**config.mk**
```make
export PLATFORM = sky130hd
export DESIGN_NAME = seg_xlate_unit
export DESIGN_NICKNAME = d
export VERILOG_FILES = /design/src/rtl/seg_xlate_pkg.sv /design/src/rtl/seg_rst_sync.sv /design/src/rtl/seg_real_path.sv /design/src/rtl/seg_sel_check.sv /design/src/rtl/seg_desc_fetch.sv /design/src/rtl/seg_xlate_unit.sv
export SDC_FILE = /design/constraint.sdc
export NUM_CORES = 1
export LEC_CHECK = 0
export BUFFER_PORTS_ARGS = -buffer_cell sky130_fd_sc_hd__buf_2
export CAP_MARGIN = 0
export CORE_MARGIN = 3
export CORE_UTILIZATION = 53
export DETAILED_ROUTE_END_ITERATION = 8
export PLACE_DENSITY = 0.78
export SYNTH_ARGS = -nofsm -noshare
export SYNTH_HDL_FRONTEND = slang
export SYNTH_HIERARCHICAL = 1
export SYNTH_SLANG_ARGS = --single-unit
```
**constraint.sdc**
```tcl
create_clock -name clk -period 6.37 [get_ports clk]
set_input_delay 0.637 -clock clk [delete_from_list [all_inputs] [get_ports clk]]
set_output_delay 0.637 -clock clk [all_outputs]
set_load 0.02 [all_outputs]
```
**src/rtl/seg_xlate_pkg.sv**
```systemverilog
package seg_xlate_pkg;

  typedef enum logic [1:0] {
    FS_IDLE  = 2'd0,
    FS_RD_LO = 2'd1,
    FS_RD_HI = 2'd2
  } fetch_st_e;

  localparam logic [7:0] FLT_GP   = 8'd13;
  localparam logic [7:0] FLT_NONE = 8'd0;

  // gather the scattered 32-bit segment base out of a descriptor pair
  function automatic logic [31:0] desc_base(input logic [31:0] lo_w,
                                            input logic [31:0] hi_w);
    return {hi_w[31:24], hi_w[7:0], lo_w[31:16]};
  endfunction

endpackage

```
**src/rtl/seg_rst_sync.sv**
```systemverilog
module seg_rst_sync #(
  parameter int unsigned STAGES = 2
) (
  input  logic clk,
  input  logic rst_n,
  output logic rst_s_n
);
  logic [STAGES-1:0] sync_q;

  always_ff @(posedge clk or negedge rst_n) begin
    if (!rst_n) sync_q <= '0;
    else        sync_q <= {sync_q[STAGES-2:0], 1'b1};
  end

  assign rst_s_n = sync_q[STAGES-1];
endmodule

```
**src/rtl/seg_real_path.sv**
```systemverilog
module seg_real_path #(
  parameter int unsigned SEG_W   = 16,
  parameter int unsigned OFF_W   = 32,
  parameter int unsigned SHIFT   = 4,
  parameter int unsigned SPAN_W  = 16,
  parameter int unsigned OUT_W   = 32
) (
  input  logic [SEG_W-1:0] seg,
  input  logic [OFF_W-1:0] off,
  output logic [OUT_W-1:0] addr,
  output logic             flt
);
  localparam int unsigned SUM_W = SEG_W + SHIFT + 1;

  logic [SUM_W-1:0] seg_sh;
  logic [SUM_W-1:0] sum;

  always_comb begin
    seg_sh = {1'b0, seg, {SHIFT{1'b0}}};
    sum    = seg_sh + SUM_W'(off[SPAN_W-1:0]);
    addr   = OUT_W'(sum);
    flt    = |off[OFF_W-1:SPAN_W];
  end
endmodule

```
**src/rtl/seg_sel_check.sv**
```systemverilog
module seg_sel_check #(
  parameter int unsigned SEL_W  = 16,
  parameter int unsigned BASE_W = 32,
  parameter int unsigned LIM_W  = 16
) (
  input  logic [SEL_W-1:0]  sel,
  input  logic [BASE_W-1:0] gdt_base,
  input  logic [LIM_W-1:0]  gdt_lim,
  input  logic [BASE_W-1:0] ldt_base,
  input  logic [LIM_W-1:0]  ldt_lim,
  output logic [1:0]        rpl,
  output logic              null_flt,
  output logic              lim_flt,
  output logic [BASE_W-1:0] desc_addr
);
  localparam int unsigned DSH   = 3;
  localparam int unsigned IDX_W = SEL_W - DSH;
  localparam int unsigned CMP_W = (SEL_W > LIM_W) ? SEL_W + 1 : LIM_W + 1;

  logic [IDX_W-1:0]  idx;
  logic              use_local;
  logic [BASE_W-1:0] tbl_base;
  logic [LIM_W-1:0]  tbl_lim;
  logic [SEL_W-1:0]  last_byte;

  always_comb begin
    idx       = sel[SEL_W-1:DSH];
    use_local = sel[2];
    rpl       = sel[1:0];
    tbl_base  = use_local ? ldt_base : gdt_base;
    tbl_lim   = use_local ? ldt_lim  : gdt_lim;
    last_byte = {idx, {DSH{1'b1}}};
    lim_flt   = CMP_W'(last_byte) > CMP_W'(tbl_lim);
    null_flt  = !use_local && (idx == '0);
    desc_addr = tbl_base + BASE_W'({idx, {DSH{1'b0}}});
  end
endmodule

```
**src/rtl/seg_desc_fetch.sv**
```systemverilog
module seg_desc_fetch
  import seg_xlate_pkg::*;
#(
  parameter int unsigned ADDR_W = 32
) (
  input  logic              clk,
  input  logic              rst_n,
  input  logic              launch,
  input  logic [ADDR_W-1:0] launch_addr,
  input  logic [ADDR_W-1:0] launch_off,
  output logic              busy,
  output logic              rd_valid,
  output logic [ADDR_W-1:0] rd_addr,
  input  logic              rd_ready,
  input  logic [31:0]       rd_data,
  output logic              fin,
  output logic [ADDR_W-1:0] fin_addr
);
  localparam logic [ADDR_W-1:0] WORD_STEP = ADDR_W'(4);

  fetch_st_e         state_q, state_n;
  logic [ADDR_W-1:0] addr_q, addr_n;
  logic [ADDR_W-1:0] off_q, off_n;
  logic [31:0]       lo_q, lo_n;

  always_comb begin
    state_n = state_q;
    addr_n  = addr_q;
    off_n   = off_q;
    lo_n    = lo_q;
    fin     = 1'b0;
    unique case (state_q)
      FS_IDLE: begin
        if (launch) begin
          state_n = FS_RD_LO;
          addr_n  = launch_addr;
          off_n   = launch_off;
        end
      end
      FS_RD_LO: begin
        if (rd_ready) begin
          lo_n    = rd_data;
          addr_n  = addr_q + WORD_STEP;
          state_n = FS_RD_HI;
        end
      end
      FS_RD_HI: begin
        if (rd_ready) begin
          fin     = 1'b1;
          state_n = FS_IDLE;
        end
      end
      default: state_n = FS_IDLE;
    endcase
  end

  always_ff @(posedge clk or negedge rst_n) begin
    if (!rst_n) begin
      state_q <= FS_IDLE;
      addr_q  <= '0;
      off_q   <= '0;
      lo_q    <= '0;
    end else begin
      state_q <= state_n;
      addr_q  <= addr_n;
      off_q   <= off_n;
      lo_q    <= lo_n;
    end
  end

  assign busy     = (state_q != FS_IDLE);
  assign rd_valid = busy;
  assign rd_addr  = addr_q;
  assign fin_addr = ADDR_W'(desc_base(lo_q, rd_data)) + off_q;


  hold_req_chk: assert property (@(posedge clk) disable iff (!rst_n)
    rd_valid && !rd_ready |=> rd_valid && $stable(rd_addr));


  word_step_chk: assert property (@(posedge clk) disable iff (!rst_n)
    (state_q == FS_RD_LO) && rd_ready |=> rd_valid && (rd_addr == $past(rd_addr) + WORD_STEP));

endmodule

```
**src/rtl/seg_xlate_unit.sv**
```systemverilog
module seg_xlate_unit
  import seg_xlate_pkg::*;
#(
  parameter int unsigned SEL_W  = 16,
  parameter int unsigned ADDR_W = 32,
  parameter int unsigned LIM_W  = 16
) (
  input  logic              clk,
  input  logic              rst_n,
  input  logic              start,
  input  logic              mode_prot,
  input  logic [SEL_W-1:0]  seg_sel,
  input  logic [ADDR_W-1:0] offset,
  output logic              busy,
  output logic              done,
  output logic [ADDR_W-1:0] lin_addr,
  output logic [1:0]        rpl_out,
  output logic              fault,
  output logic [7:0]        fault_code,
  input  logic              gdt_wr,
  input  logic              ldt_wr,
  input  logic [ADDR_W-1:0] tbl_base_in,
  input  logic [LIM_W-1:0]  tbl_limit_in,
  output logic              mem_rd_valid,
  output logic [ADDR_W-1:0] mem_rd_addr,
  input  logic              mem_rd_ready,
  input  logic [31:0]       mem_rd_data
);
  localparam int unsigned REAL_SHIFT = 4;
  localparam int unsigned REAL_SPAN  = 16;
  localparam logic [ADDR_W-1:0] REAL_MAX =
    ADDR_W'(((1 << SEL_W) - 1) << REAL_SHIFT) + ADDR_W'((1 << REAL_SPAN) - 1);

  logic rst_s;

  seg_rst_sync #(.STAGES(2)) u_rst (
    .clk     (clk),
    .rst_n   (rst_n),
    .rst_s_n (rst_s)
  );

  // table registers
  logic [ADDR_W-1:0] gdt_base_q, gdt_base_n, ldt_base_q, ldt_base_n;
  logic [LIM_W-1:0]  gdt_lim_q, gdt_lim_n, ldt_lim_q, ldt_lim_n;

  // result registers
  logic              done_q, done_n;
  logic [ADDR_W-1:0] lin_q, lin_n;
  logic [1:0]        rpl_q, rpl_n;
  logic              fault_q, fault_n;
  logic [7:0]        code_q, code_n;
  logic              mode_q, mode_n;

  logic [ADDR_W-1:0] real_addr;
  logic              real_flt;
  logic [1:0]        sel_rpl;
  logic              sel_null, sel_lim;
  logic [ADDR_W-1:0] sel_daddr;
  logic              f_busy, f_fin, launch;
  logic [ADDR_W-1:0] f_addr;
  logic              accept;

  seg_real_path #(
    .SEG_W (SEL_W), .OFF_W (ADDR_W), .SHIFT (REAL_SHIFT),
    .SPAN_W(REAL_SPAN), .OUT_W (ADDR_W)
  ) u_real (
    .seg  (seg_sel),
    .off  (offset),
    .addr (real_addr),
    .flt  (real_flt)
  );

  seg_sel_check #(
    .SEL_W (SEL_W), .BASE_W (ADDR_W), .LIM_W (LIM_W)
  ) u_sel (
    .sel       (seg_sel),
    .gdt_base  (gdt_base_q),
    .gdt_lim   (gdt_lim_q),
    .ldt_base  (ldt_base_q),
    .ldt_lim   (ldt_lim_q),
    .rpl       (sel_rpl),
    .null_flt  (sel_null),
    .lim_flt   (sel_lim),
    .desc_addr (sel_daddr)
  );

  seg_desc_fetch #(.ADDR_W(ADDR_W)) u_fetch (
    .clk         (clk),
    .rst_n       (rst_s),
    .launch      (launch),
    .launch_addr (sel_daddr),
    .launch_off  (offset),
    .busy        (f_busy),
    .rd_valid    (mem_rd_valid),
    .rd_addr     (mem_rd_addr),
    .rd_ready    (mem_rd_ready),
    .rd_data     (mem_rd_data),
    .fin         (f_fin),
    .fin_addr    (f_addr)
  );

  assign accept = start && !f_busy;

  always_comb begin
    gdt_base_n = gdt_base_q;
    gdt_lim_n  = gdt_lim_q;
    ldt_base_n = ldt_base_q;
    ldt_lim_n  = ldt_lim_q;
    if (gdt_wr) begin
      gdt_base_n = tbl_base_in;
      gdt_lim_n  = tbl_limit_in;
    end
    if (ldt_wr) begin
      ldt_base_n = tbl_base_in;
      ldt_lim_n  = tbl_limit_in;
    end
  end

  always_comb begin
    done_n  = 1'b0;
    lin_n   = lin_q;
    rpl_n   = rpl_q;
    fault_n = fault_q;
    code_n  = code_q;
    mode_n  = mode_q;
    launch  = 1'b0;
    if (accept) begin
      mode_n = mode_prot;
      if (!mode_prot) begin
        done_n = 1'b1;
        rpl_n  = 2'd0;
        if (real_flt) begin
          fault_n = 1'b1;
          code_n  = FLT_GP;
          lin_n   = '0;
        end else begin
          fault_n = 1'b0;
          code_n  = FLT_NONE;
          lin_n   = real_addr;
        end
      end else begin
        rpl_n = sel_rpl;
        if (sel_null || sel_lim) begin
          done_n  = 1'b1;
          fault_n = 1'b1;
          code_n  = FLT_GP;
          lin_n   = '0;
        end else begin
          launch = 1'b1;
        end
      end
    end
    if (f_fin) begin
      done_n  = 1'b1;
      fault_n = 1'b0;
      code_n  = FLT_NONE;
      lin_n   = f_addr;
    end
  end

  always_ff @(posedge clk or negedge rst_s) begin
    if (!rst_s) begin
      gdt_base_q <= '0;
      gdt_lim_q  <= '0;
      ldt_base_q <= '0;
      ldt_lim_q  <= '0;
      done_q     <= 1'b0;
      lin_q      <= '0;
      rpl_q      <= '0;
      fault_q    <= 1'b0;
      code_q     <= FLT_NONE;
      mode_q     <= 1'b0;
    end else begin
      gdt_base_q <= gdt_base_n;
      gdt_lim_q  <= gdt_lim_n;
      ldt_base_q <= ldt_base_n;
      ldt_lim_q  <= ldt_lim_n;
      done_q     <= done_n;
      lin_q      <= lin_n;
      rpl_q      <= rpl_n;
      fault_q    <= fault_n;
      code_q     <= code_n;
      mode_q     <= mode_n;
    end
  end

  assign busy       = f_busy;
  assign done       = done_q;
  assign lin_addr   = lin_q;
  assign rpl_out    = rpl_q;
  assign fault      = fault_q;
  assign fault_code = code_q;


  real_latency_chk: assert property (@(posedge clk) disable iff (!rst_s)
    accept && !mode_prot |=> done && !busy && !mem_rd_valid);


  real_range_chk: assert property (@(posedge clk) disable iff (!rst_s)
    done && !fault && !mode_q |-> lin_addr <= REAL_MAX);


  fault_no_addr_chk: assert property (@(posedge clk) disable iff (!rst_s)
    done && fault |-> (lin_addr == '0) && (fault_code == FLT_GP));


  early_reject_chk: assert property (@(posedge clk) disable iff (!rst_s)
    accept && mode_prot && (sel_null || sel_lim) |=> done && fault && !mem_rd_valid);


  busy_ignore_chk: assert property (@(posedge clk) disable iff (!rst_s)
    start && busy |=> rpl_out == $past(rpl_out));

endmodule

```
==> flow_summary.yaml, run 1 <==
timing:
  finalSetupViolations: 0
  slew_headroom_pct: 15.8
  min_period_over_period_pct: 68.0
  slew_viol_final: 0
  period_needed_ps: 4330
  finalSetupTns_ps: 0
  finalHoldViolCount: 0
  fin_ws_ps: 2040
  finalClockSkew_ps: 10.5
  rsz0062_at_grt: "no"
  worst_pin_slew_ps: 1260
  max_freq_ghz: 0.231
detailed_routing:
  drc_errors: 0
  wl_per_cell_um: 19.8
  drt-total-wl_um: 36000
  avgViaCountPerCell: 6.03
  drtIter0Drc: 963
  first_pass_iters: 5
  ant_nets: 0
  vias: 11000
worst_setup_path:
  path_cells: "buf_2, mux2i_1, ha_1, nand3_1, nor3_1, o21ai_0, a21oi_1, a211oi_1, a41oi_1, or3b_1, nor2_1, inv_1, nor2_4, a21oi_2, o21ai_0, o21ai_0"
  worstPathArrival_ps: 4750
  cp-end-kind: "register"
  slowest_stage: "a21oi_2"
  reg2reg_depth: 15
  path_max_fanout: 30
  criticalPathCategory: "primary input to register"
  cp-startpoint: "seg_sel[2]"
  crit_required_ps: 6780
  cp-start-kind: "primary input"
  cp_top_family: "compound AO/OA/AOI/OAI gates"
  slowest_delay_ps: 900
  r2r-end: "u_fetch/rd_addr[17]"
  regToRegStartpoint: "gdt_lim_q[11]"
  cp_common_cell: "o21ai_0"
  reg2reg_slack_ps: 2540
  path_buf_inv: 2
clock_network:
  cts-buffers-inserted: 25
  htree_levels: 1
  clock_path_buffers: 3
  insertion_delay_ps: 530
  cts-hold-fix-buffers: 1
  cts-resized-gates: 0
  clkSinkCount: 216
  cts_tree: "built"
  post-cts-setup-buffer-count: 0
  cts-root-buf: "clkbuf_16"
  path_clk_slew_ps: 60
placed_design:
  dp_slack_ps: 1550
  io_buffer_count: 199
  globalplace.congestion: 0.872
  dp_hpwl_um: 26100
die:
  placementRows: 58
  start_util_pct: 54.3
  die_w_um: 167
  coreArea_um2: 25400
  die_h_um: 167
  io_pins: 213
  fp.dieArea_um2: 28000
global_routing:
  antenna_found_initial: 9
  grt_pass1_wl_um: 57200
  grt_pass1_vias: 10700
  gr-total-overflow: 0
  grtUsageTotal_pct: 24.7
  grt_max_degree: 82
run_status:
  status: "complete, no violations"
synth:
  ys_ff_latch: 216
  postSynthAreaPerCell_um2: 10.5
  synthCells: 1308
  synthTopCellsByArea: "dfrtp_1 39%, mux2_2 14%, ha_1 6.3%"
  ys_dominant_reg_cell: "dfrtp_1"
  seq_area_frac_synth_pct: 39.2
  mappedNetlistArea_um2: 13800
  synth_edf_count: 0
  yosysTopAreaCell: "dfrtp_1"
  yosys_warnings: 6
  ys_async_sr_fraction_pct: 100
  synth.distinct_cells: 86
  synth_top_cell_area_share_pct: 39.2
pwr:
  pwr-share-comb_pct: 45.7
  power.internal_uw: 3880
  clkPwrFrac_pct: 22.9
  power.density_nw_per_um2: 414
  power.switching_uw: 2620
  p_seq_share_pct: 31.5
  p_leak_uw: 0.00714
  p_sw_share_pct: 40.2
  ir_drop_mv: 0.359
hold_path:
  min_path_type: "register to async pin"
layout:
  area_growth_pct: 13.7
  final_cell_mix: "215 x dfrtp_1, 199 x buf_2, 167 x mux2_2, 113 x a21oi_1, 72 x nand2_1"
  final_common_cell: "dfrtp_1"
  utilization_pct: 61.7
  drive_gt1_share_pct: 32.5
  nFillCells: 2036
  layout.nets: 1676
job:
  cap_violations: 0
worst max path at each step:
stage / end / slack (ps) / cells after the start
2_1_floorplan: u_fetch/off_q[10] / 1780 / 20
3_3_place_gp: u_fetch/rd_addr[25] / 1600 / 12
3_5_place_dp: u_fetch/rd_addr[25] / 1550 / 12
4_1_cts: u_fetch/rd_addr[25] / 2090 / 12
5_1_grt: u_fetch/rd_addr[17] / 1690 / 16
6_report: u_fetch/rd_addr[17] / 2040 / 16
power groups by stage:
stage / combinational [uW] / sequential, uW / clock [uW]
2_1_floorplan: 2100 / 2170 / 0
3_3_place_gp: 2830 / 2040 / 0
3_5_place_dp: 2910 / 2060 / 0
4_1_cts: 2940 / 2040 / 1510
5_1_grt: 3220 / 2100 / 1570
6_report: 2970 / 2040 / 1490
cells in the mapped netlist, types with 4 or more instances:
master    instances
nand2_1          72
and3_1           15
xnor2_1          40
nor3_1           17
nand4_1          18
ha_1             70
a211oi_1          6
a32oi_1           4
nand3b_1          4
mux2i_1          22
nor4_1           11
buf_4            28
mux2_2          167
a31oi_1          16
o21ai_1           4
clkbuf_2          4
or2_2             4
and2_1           10
inv_1            19
and4_1            5
dfrtp_1         216
a21oi_1         113
clkbuf_1         29
o22ai_1          17
nor2_1           64
buf_2            21
o21a_1            4
nand3_1          36
o211ai_1          5
nand2b_1          9
nor2b_1          15
o21ai_0          49
mux2_4           29
a22o_1           32
a21o_1           20
xor2_1           29
a21boi_0          4
state kept, by name (all words and copies together) (netlist names):
name and cells:
u_fetch/state_q 2, ldt_lim_q 16, u_fetch/lo_q 16, lin_addr 32
u_fetch/off_q 32, u_fetch/rd_addr 32, gdt_base_q 32, ldt_base_q 32
rpl_out 2, done 1, u_rst/sync_q 2, gdt_lim_q 16
fault_code 1
final cells by class:
class	instances	area, um^2	area share (%)
multi-input combinational	996	7850	50.0
sequential	216	5410	34.5
timing repair buffer	210	1080	6.89
clock buffer	35	723	4.61
tap	330	413	2.63
clock inverter	9	130	0.830
inverter	19	71.3	0.455
antenna	4	10.0	0.0638
kinds of logic after synthesis:
| logic type | share of synthesized area, % |
|---|---|
| mux | 18.4 |
| other cells | 0.0816 |
| buf+inv | 4.50 |
| flops | 39.2 |
| fa+ha+maj | 6.79 |
| xor+xnor | 4.38 |
| compound gates | 15.7 |
| simple gates | 11.0 |
metal layers:
layer  wire (um)  share of wire, %  track usage [%]  up-vias
li1            -                 -                -     5137
met1       15700                44             35.1     5315
met2       16400                46             39.2      430
met3        2710               7.5             4.25       73
met4        1080               3.0             7.29       10
met5          61              0.17                0        -
metrics by stage:
| step | hold WS [ps] | power [uW] | std cells | area, um^2 |
|---|---|---|---|---|
| after global placement | 271 | 4870 | 1770 | 14800 |
| final | 268 | 6500 | 1819 | 15700 |
| after detailed placement | 283 | 4970 | 1770 | 14800 |
| after floorplan | 331 | 4270 | 1322 | 13800 |
| after CTS | 285 | 6480 | 1815 | 15700 |
| after global routing | 305 | 6880 | 1818 | 15700 |
Power figures use the tool's default switching activity.
==> inputs of run 2 (changes only) <==
--- a/config.mk
+++ b/config.mk
@@ -10,7 +10,7 @@
 export CORE_MARGIN = 3
 export CORE_UTILIZATION = 53
 export DETAILED_ROUTE_END_ITERATION = 8
-export PLACE_DENSITY = 0.78
+export PLACE_DENSITY = 0.75
 export SYNTH_ARGS = -nofsm -noshare
 export SYNTH_HDL_FRONTEND = slang
 export SYNTH_HIERARCHICAL = 1
==> constraint.sdc (replaced) <==
create_clock -name clk -period 4 [get_ports clk]
set_input_delay 0.4 -clock clk [delete_from_list [all_inputs] [get_ports clk]]
set_output_delay 0.4 -clock clk [all_outputs]
set_load 0.02 [all_outputs]
==> run 2 against run 1 <==
Against the previous run: global-route usage fell by 0.34 points; hold slack got worse by 160 ps; final area rose by 0.69%; critical path depth fell by 1; first-iteration DRC count fell by 7.4%; die area did not move; core utilization rose by 0.43 points; clock-buffer cell count did not move; sequential share of layout area fell by 0.24 points; largest power group unchanged; total power rose by 58%; register-to-register slack got worse by 2000 ps.
==> flow_summary.yaml, run 2 (same netlist as run 1, synthesis figures left out) <==
run_status:
  status: "complete, no violations"
hold_path:
  min_path_type: "primary input to register"
worst_setup_path:
  cp-start-kind: "primary input"
  path_max_fanout: 34
  crit_required_ps: 4410
  criticalPathCategory: "primary input to register"
  worstPathArrival_ps: 3920
  cp-end-kind: "register"
detailed_routing:
  avgViaCountPerCell: 5.97
  ant_nets: 0
  drtIter0Drc: 892
  wl_per_cell_um: 19.4
  first_pass_iters: 5
  drt-total-wl_um: 35500
  vias: 11000
  drc_errors: 0
timing:
  min_period_over_period_pct: 87.6
  finalHoldViolCount: 0
  finalClockSkew_ps: 11.9
  slew_headroom_pct: 32.1
  rsz0062_at_grt: "no"
  worst_pin_slew_ps: 1020
  finalSetupTns_ps: 0
  finalSetupViolations: 0
  max_freq_ghz: 0.285
  slew_viol_final: 0
  period_needed_ps: 3500
die:
  start_util_pct: 54.3
  io_pins: 213
  coreArea_um2: 25400
  placementRows: 58
  die_h_um: 167
  die_w_um: 167
  fp.dieArea_um2: 28000
placed_design:
  dp_hpwl_um: 26000
  io_buffer_count: 199
  place_area_um2: 15000
  globalplace.congestion: 0.915
pwr:
  clkPwrFrac_pct: 21.8
  pwr-share-comb_pct: 46.4
  p_seq_share_pct: 31.7
  ir_drop_mv: 0.470
  power.switching_uw: 4170
  p_leak_uw: 0.00720
  power.density_nw_per_um2: 649
  p_sw_share_pct: 40.7
  power.internal_uw: 6080
layout:
  drive_gt1_share_pct: 33.1
  register_area_um2: 5410
  area_growth_pct: 14.5
  final_area_um2: 15800
  nFillCells: 2070
  multi_input_area_um2: 7850
  final_common_cell: "dfrtp_1"
  layout.nets: 1691
  utilization_pct: 62.2
  final_cell_mix: "215 x dfrtp_1, 199 x buf_2, 167 x mux2_2, 113 x a21oi_1, 72 x nand2_1"
global_routing:
  gr-total-overflow: 0
  antenna_found_initial: 4
  grt_max_degree: 125
  grt_pass1_wl_um: 56300
  grt_pass1_vias: 10600
  grtUsageTotal_pct: 24.4
clock_network:
  cts_tree: "built"
  insertion_delay_ps: 530
  cts-buffers-inserted: 26
  clkSinkCount: 216
  path_clk_slew_ps: 60
  post-cts-setup-buffer-count: 0
  cts-root-buf: "clkbuf_16"
  cts-resized-gates: 0
  htree_levels: 1
  cts-hold-fix-buffers: 1
  clock_path_buffers: 3
job:
  cap_violations: 0
-- run 2: cell types whose count changed in the layout (fill, tap and decap cells not counted) --
cell	before	now
buf_4	10	20
buf_12	0	4
clkbuf_8	6	3
clkinv_2	3	6
bufinv_16	3	1
clkbuf_1	4	6
clkbuf_16	25	26
clkinv_4	1	0
clkinv_8	0	1
-- run 2: area by class of cell --
| type | count | area share, % |
|---|---|---|
| Antenna cell | 4 | 0.0634 |
| Clock buffer | 35 | 4.52 |
| Clock inverter | 10 | 0.586 |
| Inverter | 19 | 0.452 |
| Multi-Input combinational cell | 996 | 49.7 |
| Sequential cell | 216 | 34.3 |
| Tap cell | 330 | 2.61 |
| Timing Repair Buffer | 224 | 7.83 |
-- run 2: power by group through the flow --
stage | logic (uW) | registers [uW] | clock network, uW
after floorplan | 3360 | 3450 | 0
after global placement | 4560 | 3250 | 0
after detailed placement | 4670 | 3280 | 0
after CTS | 4720 | 3250 | 2290
after global routing | 5170 | 3340 | 2380
final | 4760 | 3250 | 2240
-- run 2: through the flow --
| stage | power (uW) | setup slack (ps) | hold slack [ps] | cells |
|---|---|---|---|---|
| 4_1_cts | 10300 | 570 | 85.4 | 1830 |
| 3_3_place_gp | 7810 | 125 | 185 | 1784 |
| 5_1_grt | 10900 | 290 | 99.2 | 1832 |
| 2_1_floorplan | 6810 | 23.5 | 104 | 1322 |
| 6_report | 10300 | 496 | 108 | 1834 |
| 3_5_place_dp | 7950 | 12.9 | 187 | 1784 |
-- run 2: worst paths after layout --
| check | start | to | slack (ps) | cells after the start |
|---|---|---|---|---|
| worst max-delay path | seg_sel[2] | u_fetch/off_q[16] | 500 | 15 |
| worst min-delay path | mem_rd_data[18] | u_fetch/lo_q[18] | 110 | 2 |
| worst max register to register | ldt_lim_q[4] | u_fetch/off_q[16] | 520 | 14 |
| worst min register to register | u_rst/sync_q[1] | ldt_base_q[0] | 290 | 0 |
| max in group asynchronous | u_rst/sync_q[1] | gdt_base_q[19] | 2640 | 1 |
| min in group asynchronous | rst_n | u_rst/sync_q[1] | 190 | 2 |
-- run 2: layer usage --
| layer | GRT usage (%) | share of wire [%] |
|---|---|---|
| met1 | 34.3 | 45 |
| met2 | 39.6 | 46 |
| met3 | 4.20 | 6.1 |
| met4 | 6.23 | 2.3 |
| met5 | 0 | 0.034 |
-- run 2: worst max-delay path, stage by stage --
cell	delay, ps
buf_2	380
buf_4	240
mux2i_1	220
ha_1	270
o21a_1	100
o21ai_0	180
a21oi_1	100
a211oi_1	240
a41oi_1	130
or3b_1	580
nor2_1	150
inv_1	110
nor2_4	150
buf_12	250
mux2_2	370
